`src/rtl/i2cs_pkg.sv`:
```
package i2cs_pkg;
  // number of clock cycles in one SCL phase for divider setting n
  function automatic int phase_cycles(input int n);
    return n + 1;
  endfunction

  // extra SDA lag in clock cycles for a lag select code
  function automatic logic [3:0] lag_cycles(input logic [2:0] sel);
    return (sel == 3'd0) ? 4'd0 : ({1'b0, sel} + 4'd1);
  endfunction
endpackage

```
`src/rtl/i2cs_baud.sv`:
```
module i2cs_baud #(
  parameter int DIV_W   = 8,
  parameter int HP_LAST = 19
) (
  input  logic             clk,
  input  logic             rst_n,
  input  logic             go,
  input  logic             phase,
  input  logic [DIV_W-1:0] div_n,
  output logic             run,
  output logic             scl_low
);
  localparam int HPW = $clog2(HP_LAST + 1);

  logic [DIV_W-1:0] cnt;
  logic [HPW-1:0]   hp;

  // hp 0: optional stretched high, odd: low phases, even: high phases
  always_ff @(posedge clk or negedge rst_n) begin
    if (!rst_n) begin
      run <= 1'b0;
      cnt <= '0;
      hp  <= '0;
    end else if (go) begin
      run <= 1'b1;
      cnt <= '0;
      hp  <= phase ? HPW'(0) : HPW'(1);
    end else if (run) begin
      if (cnt == div_n) begin
        cnt <= '0;
        if (hp == HPW'(HP_LAST)) run <= 1'b0;
        else                     hp  <= hp + 1'b1;
      end else begin
        cnt <= cnt + 1'b1;
      end
    end
  end

  assign scl_low = run & hp[0];
endmodule

```
`src/rtl/i2cs_linewatch.sv`:
```
module i2cs_linewatch (
  input  logic clk,
  input  logic rst_n,
  input  logic scl_in,
  input  logic sda_in,
  output logic sda_s,
  output logic scl_rise,
  output logic scl_fall,
  output logic start_det,
  output logic stop_det
);
  logic [2:0] scl_p, sda_p;

  always_ff @(posedge clk or negedge rst_n) begin
    if (!rst_n) begin
      scl_p <= 3'b111;
      sda_p <= 3'b111;
    end else begin
      scl_p <= {scl_p[1:0], scl_in};
      sda_p <= {sda_p[1:0], sda_in};
    end
  end

  assign sda_s     = sda_p[1];
  assign scl_rise  = scl_p[1] & ~scl_p[2];
  assign scl_fall  = ~scl_p[1] & scl_p[2];
  assign start_det = scl_p[1] & scl_p[2] & sda_p[2] & ~sda_p[1];
  assign stop_det  = scl_p[1] & scl_p[2] & ~sda_p[2] & sda_p[1];
endmodule

```
`src/rtl/i2cs_sdalag.sv`:
```
module i2cs_sdalag (
  input  logic       clk,
  input  logic       rst_n,
  input  logic       load,
  input  logic       val,
  input  logic [2:0] sel,
  output logic       rel
);
  import i2cs_pkg::*;

  logic [3:0] left;
  logic       pend;

  always_ff @(posedge clk or negedge rst_n) begin
    if (!rst_n) begin
      rel  <= 1'b1;
      pend <= 1'b1;
      left <= '0;
    end else if (load) begin
      if (lag_cycles(sel) == 4'd0) begin
        rel <= val;
      end else begin
        pend <= val;
        left <= lag_cycles(sel);
      end
    end else if (left != 4'd0) begin
      left <= left - 1'b1;
      if (left == 4'd1) rel <= pend;
    end
  end
endmodule

```
`src/rtl/i2cs_engine.sv`:
```
module i2cs_engine #(
  parameter int DW    = 8,
  parameter int DIV_W = 8
) (
  input  logic             clk,
  input  logic             rst_n,
  input  logic             master,
  input  logic             tx_en,
  input  logic             rx_en,
  input  logic             abt_sel,
  input  logic             clk_phase,
  input  logic [DIV_W-1:0] div_n,
  input  logic [2:0]       lag_sel,
  input  logic             tx_wr,
  input  logic [DW-1:0]    tx_data,
  input  logic             rx_rd,
  output logic [DW-1:0]    rx_data,
  output logic             tx_full,
  output logic             rx_full,
  output logic             rx_done,
  output logic             overrun,
  output logic             arb_lost,
  output logic             busy,
  output logic             ev_start,
  output logic             ev_stop,
  output logic             ev_ack,
  output logic             ev_nack,
  input  logic             scl_in,
  output logic             scl_oe,
  input  logic             sda_in,
  output logic             sda_oe
);
  localparam int CW      = $clog2(DW + 2);
  localparam int HP_LAST = 2 * DW + 3;

  logic          active, cur_bit, arb_hit, drv;
  logic [CW-1:0] bitcnt;
  logic [DW-1:0] tx_buf, tsh, rsh, rx_next;
  logic          sda_s, scl_rise, scl_fall, mst_run, scl_low, sda_rel;

  // named internal events
  logic start_go, bit_fall, frame_end, rx_sample, byte_done, ack_sample, arb_det, data_phase;

  i2cs_linewatch u_watch (
    .clk(clk), .rst_n(rst_n), .scl_in(scl_in), .sda_in(sda_in), .sda_s(sda_s),
    .scl_rise(scl_rise), .scl_fall(scl_fall), .start_det(ev_start), .stop_det(ev_stop)
  );

  i2cs_baud #(.DIV_W(DIV_W), .HP_LAST(HP_LAST)) u_baud (
    .clk(clk), .rst_n(rst_n), .go(start_go & master), .phase(clk_phase),
    .div_n(div_n), .run(mst_run), .scl_low(scl_low)
  );

  i2cs_sdalag u_lag (
    .clk(clk), .rst_n(rst_n), .load(bit_fall), .val(drv), .sel(lag_sel), .rel(sda_rel)
  );

  assign start_go   = tx_en & tx_full & ~active & ~mst_run;
  assign data_phase = bitcnt < CW'(DW);
  assign bit_fall   = active & scl_fall;
  assign frame_end  = bit_fall & (bitcnt == CW'(DW + 1));
  assign rx_sample  = active & scl_rise & (bitcnt <= CW'(DW));
  assign byte_done  = rx_sample & (bitcnt == CW'(DW - 1));
  assign ack_sample = rx_sample & (bitcnt == CW'(DW));
  assign arb_det    = rx_sample & data_phase & ~rx_en & cur_bit & ~sda_s & ~arb_hit;
  assign rx_next    = {rsh[DW-2:0], sda_s};

  // level to present after the next SCL fall (1 = released)
  always_comb begin
    if (data_phase)               drv = arb_hit | tsh[DW-1];
    else if (bitcnt == CW'(DW))   drv = ~rx_en;
    else                          drv = 1'b1;
  end

  always_ff @(posedge clk or negedge rst_n) begin
    if (!rst_n) begin
      tx_buf  <= '0;
      tx_full <= 1'b0;
    end else if (tx_wr) begin
      tx_buf  <= tx_data;
      tx_full <= 1'b1;
    end else if (start_go) begin
      tx_full <= 1'b0;
    end
  end

  always_ff @(posedge clk or negedge rst_n) begin
    if (!rst_n) begin
      active   <= 1'b0;
      bitcnt   <= '0;
      tsh      <= '1;
      rsh      <= '0;
      cur_bit  <= 1'b1;
      arb_hit  <= 1'b0;
      arb_lost <= 1'b0;
    end else if (start_go) begin
      active   <= 1'b1;
      bitcnt   <= '0;
      tsh      <= tx_buf;
      cur_bit  <= 1'b1;
      arb_hit  <= 1'b0;
      arb_lost <= 1'b0;
    end else begin
      if (bit_fall) begin
        cur_bit <= drv;
        if (data_phase) tsh <= {tsh[DW-2:0], 1'b1};
        if (frame_end) begin
          active <= 1'b0;
          if (abt_sel && arb_hit) arb_lost <= 1'b1;
        end
      end
      if (rx_sample) begin
        rsh    <= rx_next;
        bitcnt <= bitcnt + 1'b1;
      end
      if (arb_det) begin
        arb_hit <= 1'b1;
        if (!abt_sel) arb_lost <= 1'b1;
      end
    end
  end

  always_ff @(posedge clk or negedge rst_n) begin
    if (!rst_n) begin
      rx_data <= '0;
      rx_full <= 1'b0;
      rx_done <= 1'b0;
      overrun <= 1'b0;
      ev_ack  <= 1'b0;
      ev_nack <= 1'b0;
    end else begin
      rx_done <= 1'b0;
      ev_ack  <= ack_sample & ~sda_s;
      ev_nack <= ack_sample & sda_s;
      if (byte_done && rx_en) begin
        if (rx_full && !rx_rd) begin
          overrun <= 1'b1;
        end else begin
          rx_data <= rx_next;
          rx_full <= 1'b1;
          rx_done <= 1'b1;
          overrun <= 1'b0;
        end
      end else if (rx_rd) begin
        rx_full <= 1'b0;
        overrun <= 1'b0;
      end
    end
  end

  assign busy   = active | mst_run;
  assign scl_oe = mst_run & scl_low;
  assign sda_oe = ~sda_rel;
endmodule

```
`config.mk`:
```
export PLATFORM = sky130hd
export DESIGN_NAME = i2cs_engine
export DESIGN_NICKNAME = d
export VERILOG_FILES = /design/src/rtl/i2cs_pkg.sv /design/src/rtl/i2cs_baud.sv /design/src/rtl/i2cs_linewatch.sv /design/src/rtl/i2cs_sdalag.sv /design/src/rtl/i2cs_engine.sv
export SDC_FILE = /design/constraint.sdc
export NUM_CORES = 1
export LEC_CHECK = 0
export BUFFER_PORTS_ARGS = -buffer_cell sky130_fd_sc_hd__buf_4
export CORE_ASPECT_RATIO = 0.6
export CORE_MARGIN = 2
export CORE_UTILIZATION = 59
export CTS_BUF_LIST = sky130_fd_sc_hd__clkbuf_8
export CTS_CLUSTER_SIZE = 12
export DETAILED_ROUTE_END_ITERATION = 10
export PLACE_DENSITY = 0.82
export RECOVER_POWER = 100
export SYNTH_ARGS = -nofsm -noshare
export SYNTH_HDL_FRONTEND = slang
export SYNTH_SLANG_ARGS = --single-unit
```
`constraint.sdc`:
```
create_clock -name clk -period 2.6 [get_ports clk]
set_input_delay 0.52 -clock clk [delete_from_list [all_inputs] [get_ports clk]]
set_output_delay 0.52 -clock clk [all_outputs]
set_load 0.05 [all_outputs]
```
==> metrics.md <==
| Metric | Value |
|---|---|
| Hold slack | `277.8 ps` |
| Status | `complete, but fails checks` |
| Post-layout worst setup margin | `312.5 ps` |
| Grt ovf | `0` |
| Slew HR | `-13.72%` |
| Most frequent cells in the layout | `dfrtp_1, nand2_1, buf_4` |
| Register area share after synthesis | `54.29%` |
| Setup slack, reg-to-reg | `370 ps` |
| N_diodes | `0` |
| MaxCap Viol Count | `1` |
| Final instance area | `3841 µm²` |
| CP Launch Type | `register` |
| Final period demand of the worst path | `2288 ps` |
| Critical-path top delay cell | `dfstp_1` |
| Post-Syn Instances | `300` |
| Initial Utilization | `60.31%` |
| Crit path largest cell delay | `650 ps` |
| Buf+Inv Stages, Crit Path | `2` |
| Crit path max-delay family | `flip-flops` |
| Slew Limit Fails | `72` |
| Clock Pin Slew Worst Setup and Hold Paths | `80 ps` |
| P_leak | `0.001780 µW` |
| Initial antenna violation count | `0` |
| WL/cell | `14.98 µm` |
| Yosys warning count | `0` |
| Post-synth cell types | `46` |
| FF+latch count, synth | `71` |
| Fin util | `69.95%` |
| Worst Hold Class | `primary input to register` |
| Critical path capture point type | `output pin` |
| Setup TNS | `0 ps` |
| Via count | `2392` |
| Commonest non-fill, non-tap cell in the layout | `dfrtp_1` |
| EDFF count, synth | `0` |
| Die height | `62.04 µm` |
| Die X | `100.7 µm` |
| RSZ-0062 raised after global routing | `no` |
| Final #Nets | `393` |
| Detailed-route wire length | `6.395 mm` |
| VDD IR max | `0.3535 mV` |
| Worst skew pair latency | `360 ps` |
| Worst Setup Path Type | `register to output pin` |
| Crit Path Max Fanout | `7` |
| Largest net degree at the start of global routing | `72` |
| Period utilization | `87.98%` |
| Post-DP HPWL | `4.418 mm` |
| Pwr Density | `608.2 nW/µm²` |
| Post-Syn Nets | `340` |
| Number of global-route vias before repair | `2223` |
| Post-CTS sizing | `0` |
| Clk root buf | `clkbuf_8` |
| Worst slew pin tran | `1706 ps` |
| Crit-path cells | `inv_1 > nor3_1 > clkbuf_1` |
| Worst EP required | `2080 ps` |
| # IOs | `50` |
| Antenna-violating nets left | `0` |
| DRT iter0 DRCs | `137` |
| Area Growth Syn to Fin | `15.98%` |
| Post-placement cell area | `3735 µm²` |
| Place WS | `449.8 ps` |
| PortBufs | `49` |
| Clk sinks | `71` |
| Synthesized area | `3312 µm²` |
| Clk_skew | `10.33 ps` |
| Synth Flop Type | `dfrtp_1` |
| DRT Pass-1 Iters | `4` |
| RePlAce Congestion | `0.8650` |
| H-tree depth | `3` |
| DR vias/cell | `5.602` |
| Mean Syn Cell Area | `11.04 µm²` |
| Overall Global Routing Usage | `22.65%` |
| Failing checks | `max-capacitance violations, max-slew violations` |
| CTS Buf Count | `9` |
| # DRC | `0` |
| Post-synth ARST share | `100.0%` |
| Share of layout cells above drive strength 1 | `23.18%` |
| Hold Buf Count CTS | `0` |
| Setup violations, final | `0` |
| Core Box Area | `5492 µm²` |
| First-pass GRT wire length | `10.63 mm` |
| FP Rows | `21` |
| Max Buffers Root-to-Sink | `2` |
| Setup Buffers After CTS | `0` |
| Max Freq | `437.2 MHz` |
| Final hold violations | `0` |
| Worst EP arrival | `1770 ps` |
| Die ar. | `6248 µm²` |
| TritonCTS clock tree | `done` |
[stage by stage]
| stage | power (µW) | std cells |
|---|---|---|
| detailed placement | 1490 | 411 |
| global route | 2451 | 427 |
| finish | 2336 | 427 |
| floorplan | 1385 | 300 |
| global placement | 1474 | 411 |
| CTS | 2361 | 427 |
[worst reg2reg max path: cells and delay by family (launching register included)]
family             cells  cell delay [ps]
muxes                  1              390
AOI/OAI and AO/OA      1              350
and+or+nand+nor        3              820
DFF                    1              570
[Yosys cell counts, drive strengths merged (3+ instances only)]
cell     n  share of area, %
ha      10               3.8
a21o     5               1.1
nand2   33               3.8
a21oi    5               1.1
nor3     7               1.1
mux2i   10               3.0
xor2    13               3.4
clkbuf   6              0.68
nand4    5              0.94
nand3    9               1.4
mux2    24               8.2
nor2    25               2.9
o21ai   16               2.4
o211ai   3              0.68
o31ai    4              0.91
dfstp   17                13
dfrtp   54                41
and3     3              0.57
inv     18               2.0
[registers in the layout, indices dropped and copies added (netlist names), 3 cells and up]
register       flops
u_watch.sda_p      3
rx_data            8
u_baud.cnt         8
tsh                8
bitcnt             4
rsh                7
u_watch.scl_p      3
tx_buf             8
u_lag.left         4
u_baud.hp          5
[layout make-up]
cell class,instances,area [µm²]
Clock buffer,9,123.9
Clock inverter,7,73.82
Fill cell,418,1650
Inverter,18,67.56
Multi-Input combinational cell,203,1398
Sequential cell,71,1798
Tap cell,69,86.33
Timing Repair Buffer,50,294.0
[path summary, 6_finish.rpt]
| path | end | cells after the start | startpoint |
|---|---|---|---|
| max | ev_stop | 3 | u_watch.sda_p[1] |
| min | u_watch.sda_p[0] | 1 | sda_in |
| max reg2reg | rx_data[5] | 5 | u_watch.scl_p[1] |
| min reg2reg | u_watch.sda_p[1] | 0 | u_watch.sda_p[0] |
| max in group asynchronous | rx_data[2] | 1 | rst_n |
| min in group asynchronous | u_baud.hp[2] | 1 | rst_n |
[cells by family after synthesis]
logic type               count (synthesis)  synth area share [%]
XOR/XNOR                                15                 3.967
adder cells (fa/ha/maj)                 10                 3.778
buffers and inverters                   26                 3.211
AND/OR/NAND/NOR                         97                 13.94
multiplexers                            34                 11.18
AO/OA/AOI/OAI                           47                 9.634
flip-flops                              71                 54.29
[where the power goes]
part | switching (µW) | internal (µW)
combinational | 144 | 124
clock | 422 | 443
sequential | 45.1 | 1160
[metal layers]
layer / GRT usage, % / vias to the layer above / share of wire (%)
met5: 0 / - / 0
met2: 33.62 / 65 / 44
met1: 32.40 / 1159 / 48
li1: - / 1157 / -
met4: 6.067 / 0 / 1.2
met3: 7.718 / 11 / 6.3
Power figures use the tool's default switching activity.
